[src/rtl/lwd_pkg.sv]
package lwd_pkg;

  localparam int NIB_W         = 4;
  localparam int NIBS_PER_WORD = 3;
  localparam int WORD_W        = NIB_W * NIBS_PER_WORD;

  typedef logic [WORD_W-1:0] word_t;

  typedef struct packed {
    logic  marker;
    word_t data;
  } lane_entry_t;

  // Sync run: one word of all ones directly followed by one word of zeros.
  function automatic logic sync_hit(input logic [2*WORD_W-1:0] win);
    return win == {{WORD_W{1'b1}}, {WORD_W{1'b0}}};
  endfunction

endpackage

[src/rtl/lwd_lane_aligner.sv]
module lwd_lane_aligner
  import lwd_pkg::*;
(
  input  logic             clk,
  input  logic             rst_n,
  input  logic [NIB_W-1:0] nib_in,
  output logic             push_o,
  output lane_entry_t      entry_o,
  output logic             locked_o
);

  localparam int HIST_W = 2 * WORD_W;
  localparam int PH_W   = $clog2(NIBS_PER_WORD);
  localparam logic [PH_W-1:0] PH_LAST = PH_W'(NIBS_PER_WORD - 1);

  logic [HIST_W-1:0] hist_q;
  logic [PH_W-1:0]   phase_q;
  logic              lock_q;
  logic              hit;
  logic              emit;

  // The history window slides one nibble per cycle, so all three
  // candidate offsets are tried one after another.
  assign hit  = !lock_q && sync_hit(hist_q);
  assign emit = lock_q && (phase_q == PH_LAST);

  always_ff @(posedge clk or negedge rst_n) begin
    if (!rst_n) begin
      hist_q  <= '0;
      phase_q <= '0;
      lock_q  <= 1'b0;
      push_o  <= 1'b0;
      entry_o <= '0;
    end else begin
      hist_q <= {hist_q[HIST_W-NIB_W-1:0], nib_in};
      if (hit) begin
        lock_q  <= 1'b1;
        phase_q <= '0;
      end else if (lock_q) begin
        phase_q <= emit ? '0 : phase_q + 1'b1;
      end
      push_o         <= hit || emit;
      entry_o.marker <= hit;
      entry_o.data   <= hist_q[WORD_W-1:0];
    end
  end

  assign locked_o = lock_q;

endmodule

[src/rtl/lwd_lane_fifo.sv]
module lwd_lane_fifo
  import lwd_pkg::*;
#(
  parameter int DEPTH = 8
) (
  input  logic        clk,
  input  logic        rst_n,
  input  logic        wr_en,
  input  lane_entry_t wr_data,
  input  logic        rd_en,
  output lane_entry_t rd_data,
  output logic        nonempty,
  output logic        full
);

  localparam int PTR_W = (DEPTH > 1) ? $clog2(DEPTH) : 1;
  localparam int CNT_W = $clog2(DEPTH + 1);

  lane_entry_t        mem [DEPTH];
  logic [PTR_W-1:0]   wr_ptr;
  logic [PTR_W-1:0]   rd_ptr;
  logic [CNT_W-1:0]   cnt;
  logic               do_wr;
  logic               do_rd;

  function automatic logic [PTR_W-1:0] bump(input logic [PTR_W-1:0] p);
    return (p == PTR_W'(DEPTH - 1)) ? '0 : p + 1'b1;
  endfunction

  assign full     = (cnt == CNT_W'(DEPTH));
  assign nonempty = (cnt != '0);
  assign do_wr    = wr_en && !full;
  assign do_rd    = rd_en && nonempty;
  assign rd_data  = mem[rd_ptr];

  always_ff @(posedge clk) begin
    if (do_wr) mem[wr_ptr] <= wr_data;
  end

  always_ff @(posedge clk or negedge rst_n) begin
    if (!rst_n) begin
      wr_ptr <= '0;
      rd_ptr <= '0;
      cnt    <= '0;
    end else begin
      if (do_wr) wr_ptr <= bump(wr_ptr);
      if (do_rd) rd_ptr <= bump(rd_ptr);
      case ({do_wr, do_rd})
        2'b10:   cnt <= cnt + 1'b1;
        2'b01:   cnt <= cnt - 1'b1;
        default: cnt <= cnt;
      endcase
    end
  end

endmodule

[src/rtl/lwd_deskew_ctrl.sv]
module lwd_deskew_ctrl
  import lwd_pkg::*;
#(
  parameter int LANES = 4
) (
  input  logic                    clk,
  input  logic                    rst_n,
  input  logic [LANES-1:0]        lane_ready,
  input  logic [LANES-1:0]        head_marker,
  input  logic [LANES*WORD_W-1:0] head_data,
  output logic                    pop_o,
  output logic [LANES*WORD_W-1:0] bundle_o,
  output logic                    vld_o,
  output logic                    aligned_o
);

  // Every queue starts with its marker, so releasing only when all
  // queues hold a word lines the markers up and keeps them lined up.
  assign pop_o = &lane_ready;

  always_ff @(posedge clk or negedge rst_n) begin
    if (!rst_n) begin
      vld_o     <= 1'b0;
      bundle_o  <= '0;
      aligned_o <= 1'b0;
    end else begin
      vld_o <= pop_o;
      if (pop_o) bundle_o <= head_data;
      if (pop_o && (&head_marker)) aligned_o <= 1'b1;
    end
  end

endmodule

[src/rtl/lane_word_deskew.sv]
module lane_word_deskew
  import lwd_pkg::*;
#(
  parameter int LANES      = 4,
  parameter int FIFO_DEPTH = 8
) (
  input  logic                    clk,
  input  logic                    rst_n,
  input  logic [LANES*NIB_W-1:0]  lanes_in,
  output logic [LANES*WORD_W-1:0] word_bundle,
  output logic                    word_vld,
  output logic                    locked
);

  lane_entry_t             al_entry   [LANES];
  lane_entry_t             head_entry [LANES];
  logic [LANES-1:0]        lane_push;
  logic [LANES-1:0]        lane_lock;
  logic [LANES-1:0]        lane_ready;
  logic [LANES-1:0]        lane_full;
  logic [LANES-1:0]        head_marker;
  logic [LANES*WORD_W-1:0] head_data;
  logic                    pop;

  for (genvar g = 0; g < LANES; g++) begin : g_lane
    lwd_lane_aligner u_align (
      .clk      (clk),
      .rst_n    (rst_n),
      .nib_in   (lanes_in[g*NIB_W +: NIB_W]),
      .push_o   (lane_push[g]),
      .entry_o  (al_entry[g]),
      .locked_o (lane_lock[g])
    );

    lwd_lane_fifo #(.DEPTH(FIFO_DEPTH)) u_queue (
      .clk      (clk),
      .rst_n    (rst_n),
      .wr_en    (lane_push[g]),
      .wr_data  (al_entry[g]),
      .rd_en    (pop),
      .rd_data  (head_entry[g]),
      .nonempty (lane_ready[g]),
      .full     (lane_full[g])
    );

    assign head_marker[g]                 = head_entry[g].marker;
    assign head_data[g*WORD_W +: WORD_W]  = head_entry[g].data;
  end

  lwd_deskew_ctrl #(.LANES(LANES)) u_ctrl (
    .clk         (clk),
    .rst_n       (rst_n),
    .lane_ready  (lane_ready),
    .head_marker (head_marker),
    .head_data   (head_data),
    .pop_o       (pop),
    .bundle_o    (word_bundle),
    .vld_o       (word_vld),
    .aligned_o   (locked)
  );

endmodule

[config.mk]
export PLATFORM = sky130hd
export DESIGN_NAME = lane_word_deskew
export DESIGN_NICKNAME = d
export VERILOG_FILES = /design/src/rtl/lwd_pkg.sv /design/src/rtl/lwd_lane_aligner.sv /design/src/rtl/lwd_lane_fifo.sv /design/src/rtl/lwd_deskew_ctrl.sv /design/src/rtl/lane_word_deskew.sv
export SDC_FILE = /design/constraint.sdc
export NUM_CORES = 1
export LEC_CHECK = 0
export BUFFER_PORTS_ARGS = -buffer_cell sky130_fd_sc_hd__buf_2
export CORE_MARGIN = 1.5
export CORE_UTILIZATION = 51
export CTS_CLUSTER_DIAMETER = 30
export CTS_CLUSTER_SIZE = 8
export DETAILED_ROUTE_END_ITERATION = 7
export PLACE_DENSITY = 0.68
export REMOVE_ABC_BUFFERS = 1
export SYNTH_ARGS = -nofsm -noshare
export SYNTH_HDL_FRONTEND = slang
export SYNTH_SLANG_ARGS = --single-unit
[constraint.sdc]
create_clock -name clk -period 7.45 [get_ports clk]
set_input_delay 1.1175 -clock clk [delete_from_list [all_inputs] [get_ports clk]]
set_output_delay 1.1175 -clock clk [all_outputs]
set_load 0.05 [all_outputs]
==> impl_results.md <==
* Hold WS at 365 ps
* Synth cell types at 41
* Iteration-0 DRC Markers at ~850
* Clock Latency Late Sink at roughly 640 ps
* Routing usage on met3 at 3.72%
* Die footprint at between 0.04 and 0.05 mm^2
* Fin nets at about 1400
* Routed Antenna Nets at 0
* Startpoint Class: flip-flop
* Met1 usage at 26.6%
* Via density at around 5.5
* DRT Wirelength at about 43000 um
* Die X at around 220 um
* Relative slew slack at roughly 30%
* R2r setup slk at 4630 ps
* Avg Cell Area, Syn at ~19 um^2
* TritonCTS clock tree: done
* Reg2Reg Launch Point: g_lane[0].u_queue.cnt[1]
* H-tree levels at 3
* Remaining DRCs at 0
* CP endpoint kind: flip-flop
* Proportion of layout cells with a drive suffix above 1 at approximately 29%
* Setup ws final at about 4600 ps
* Post-CTS sizing at 0
* Multi-input logic area at between 0.005 and 0.006 mm^2
* Num CTS Buffers at 112
* Largest net degree at the start of global routing at between 70 and 80
* CP Data Arrival Time at around 3300 ps
* Number of flops mapped to enable cells by yosys at about 420
* Final setup viols at 0
* Main synth FF type: edfxtp_1
* Yosys warnings at 0
* Vias in the first global route at between 10000 and 15000
* IO Pins at between 60 and 70
* GR Util All Layers at roughly a fifth
* RSZ-0062 raised after global routing: no
* Worst clock skew at 17.1 ps
* Grt total ovfl at 0
* Crit path required time at between 7000 and 8000 ps
* P per Cell Area at approximately 300 mW/mm^2
* Die Y at around 220 um
* Top-count cell post-synth: edfxtp_1
* Register area share after synthesis at 76.6%
* Core Region at 0.0444 mm^2
* Crit Path Category: reg -> reg
* WL/cell at approximately 21 um
* Syn Inst Count at around 1200
* Fin. Hold Viols at 0
* Pre-CTS setup slack at between 4000 and 5000 ps
* Min-Delay Path Class: reg -> reg
* Hold Crit Start: g_lane[2].u_align.hist_q[0]
* # fillers at 3022
* Reg area at between 0.015 and 0.02 mm^2
* Most instantiated cells after synthesis: edfxtp_1, dfrtp_1, mux4_2, nor2_1, nand2_1
* Status: complete, no violations
* CTS clock-pin slew for the worst setup and hold paths at ~50 ps
* Drt first pass iters at 4
* FF+latch count, synth at between 600 and 700
* Initial Utilization at 51.9%
* Clock Sinks at around 620
* Buffers on Ports at 67
* Fin crit share at 37.8%
* Max rail drop VDD at around 210 uV
* Fmax at between 0.3 and 0.4 GHz
* Post-synth top area share at a little over half
* Cell Area, Synth at 0.0230 mm^2
* Slew Limit Fails at 0
* First-pass GRT wire length at 69000 um
* Synthesis-to-finish area growth at 21.2%
* Max clock buf depth at 3
* CTS Hold Buffers Added at 0
* Antenna cell count at 0
* Pleak at around 10 nW
* Hold Path End: g_lane[2].u_align.entry_o[0]
* Clock root buffer master: clkbuf_16
* GRT busiest layer: met2
* Rows at 77
* Via count at 11400
* Setup TNS at 0 ps
* Reg2reg path depth at 5
* HPWL Detailed at about 23000 um
* Max Cap Violations at 0
* Routability-driven placement congestion ratio at roughly 0.74
* Worst hold path stage count at 0
* Slew @ Worst Pin at about 1000 ps
* Setup repair bufs after CTS at 0
* Synth async-reset ratio at about 33%
* Yosys top cell by area: edfxtp_1
* Worst flop-to-flop path endpoint: g_lane[0].u_queue.rd_ptr[1]
* Critical-path maximum fanout at 75
* Synth area leaders: edfxtp_1, dfrtp_1, mux4_2
* Initial antenna violation count at 0
* M2 GR Usage at about a third
* Crit path time final at ~2800 ps
area by class of cell:
cell class                      instances  share of cell area (%)
Clock buffer                          156                    11.1
Clock inverter                         53                    1.98
Inverter                               13                   0.175
Multi-Input combinational cell        523                    18.6
Sequential cell                       622                    63.2
Tap cell                              592                    2.65
Timing Repair Buffer                  106                    2.28
logic make-up after synthesis:
logic type      count (synthesis)  share of synthesized area (%)
compound gates                 91                           2.48
xor+xnor                       18                          0.684
fa+ha+maj                      30                           1.69
buf+inv                        60                           1.28
flops                         622                           76.6
mux                           164                           12.8
simple gates                  220                           4.52
metal layers:
layer  vias up  wire, um  share of wire, %
met4         0       867               2.0
met1      5953     18800                43
met2       286     21600                50
met5         -         0                 0
li1       5128         -                 -
met3        72      2110               4.9
state kept, by name (all words and copies together), names as in the netlist:
name                     cells
g_lane.u_align.hist_q       52
u_ctrl.aligned_o             1
g_lane.u_align.phase_q       8
g_lane.u_queue.rd_ptr       12
u_ctrl.bundle_o             48
g_lane.u_align.entry_o      48
g_lane.u_queue.wr_ptr       12
g_lane.u_queue.cnt          16
g_lane.u_queue.mem         416
g_lane.u_align.locked_o      4
g_lane.u_align.push_o        4
u_ctrl.vld_o                 1
power breakdown:
group / switching (mW) / leakage, nW / total, mW / internal, mW
sequential: 0.0425 / 6.46 / 3.77 / 3.73
combinational: 0.0251 / 2.17 / 0.0309 / 0.00575
clock: 1.62 / 1.78 / 4.82 / 3.20
total: 1.69 / 10.4 / 8.62 / 6.93
how the worst max path moves through the flow:
stage | startpoint | end | slack (ps) | depth (start not counted)
6_report | g_lane[0].u_queue.cnt[1] | g_lane[0].u_queue.rd_ptr[1] | 4630 | 5
5_1_grt | g_lane[0].u_queue.cnt[1] | g_lane[3].u_queue.rd_ptr[2] | 4450 | 5
4_1_cts | g_lane[0].u_queue.cnt[1] | g_lane[3].u_queue.rd_ptr[2] | 4640 | 5
3_5_place_dp | g_lane[0].u_queue.cnt[1] | g_lane[3].u_queue.rd_ptr[2] | 4670 | 5
3_3_place_gp | g_lane[0].u_queue.cnt[1] | g_lane[3].u_queue.rd_ptr[2] | 4780 | 5
2_1_floorplan | g_lane[0].u_queue.cnt[1] | g_lane[2].u_queue.cnt[2] | 2570 | 9
layout by cell type (no fill, tap or decap), types with 15 or more instances in the layout:
cell type,Yosys,final
mux4_2,102,102
nor2_1,81,77
clkbuf_1,11,31
mux2i_1,42,42
buf_2,19,66
mux2_2,20,20
a31oi_1,15,15
clkinv_2,0,18
edfxtp_1,416,416
dfrtp_1,206,206
nand2b_1,18,18
buf_4,7,39
nand2_1,51,51
ha_1,28,28
a21oi_1,42,42
clkbuf_16,0,113
through the flow:
| step | cells | area (um^2) | total power [mW] | util, % |
|---|---|---|---|---|
| 6_report | 2065 | 27900 | 8.62 | 62.9 |
| 5_1_grt | 2065 | 27900 | 8.87 | 62.9 |
| 4_1_cts | 2065 | 27900 | 8.69 | 62.9 |
| 3_5_place_dp | 1856 | 24300 | 3.86 | 54.7 |
| 3_3_place_gp | 1856 | 24300 | 3.86 | 54.7 |
| 2_1_floorplan | 1158 | 22800 | 3.81 | - |
worst max-delay path, cell delays in order, from the launching register on:
cell and delay, ps:
dfrtp_1 460, nor4_2 120, a2111oi_4 410, buf_4 430, buf_4 810, mux2_2 420
No activity file was read; power rests on OpenSTA's default activity.
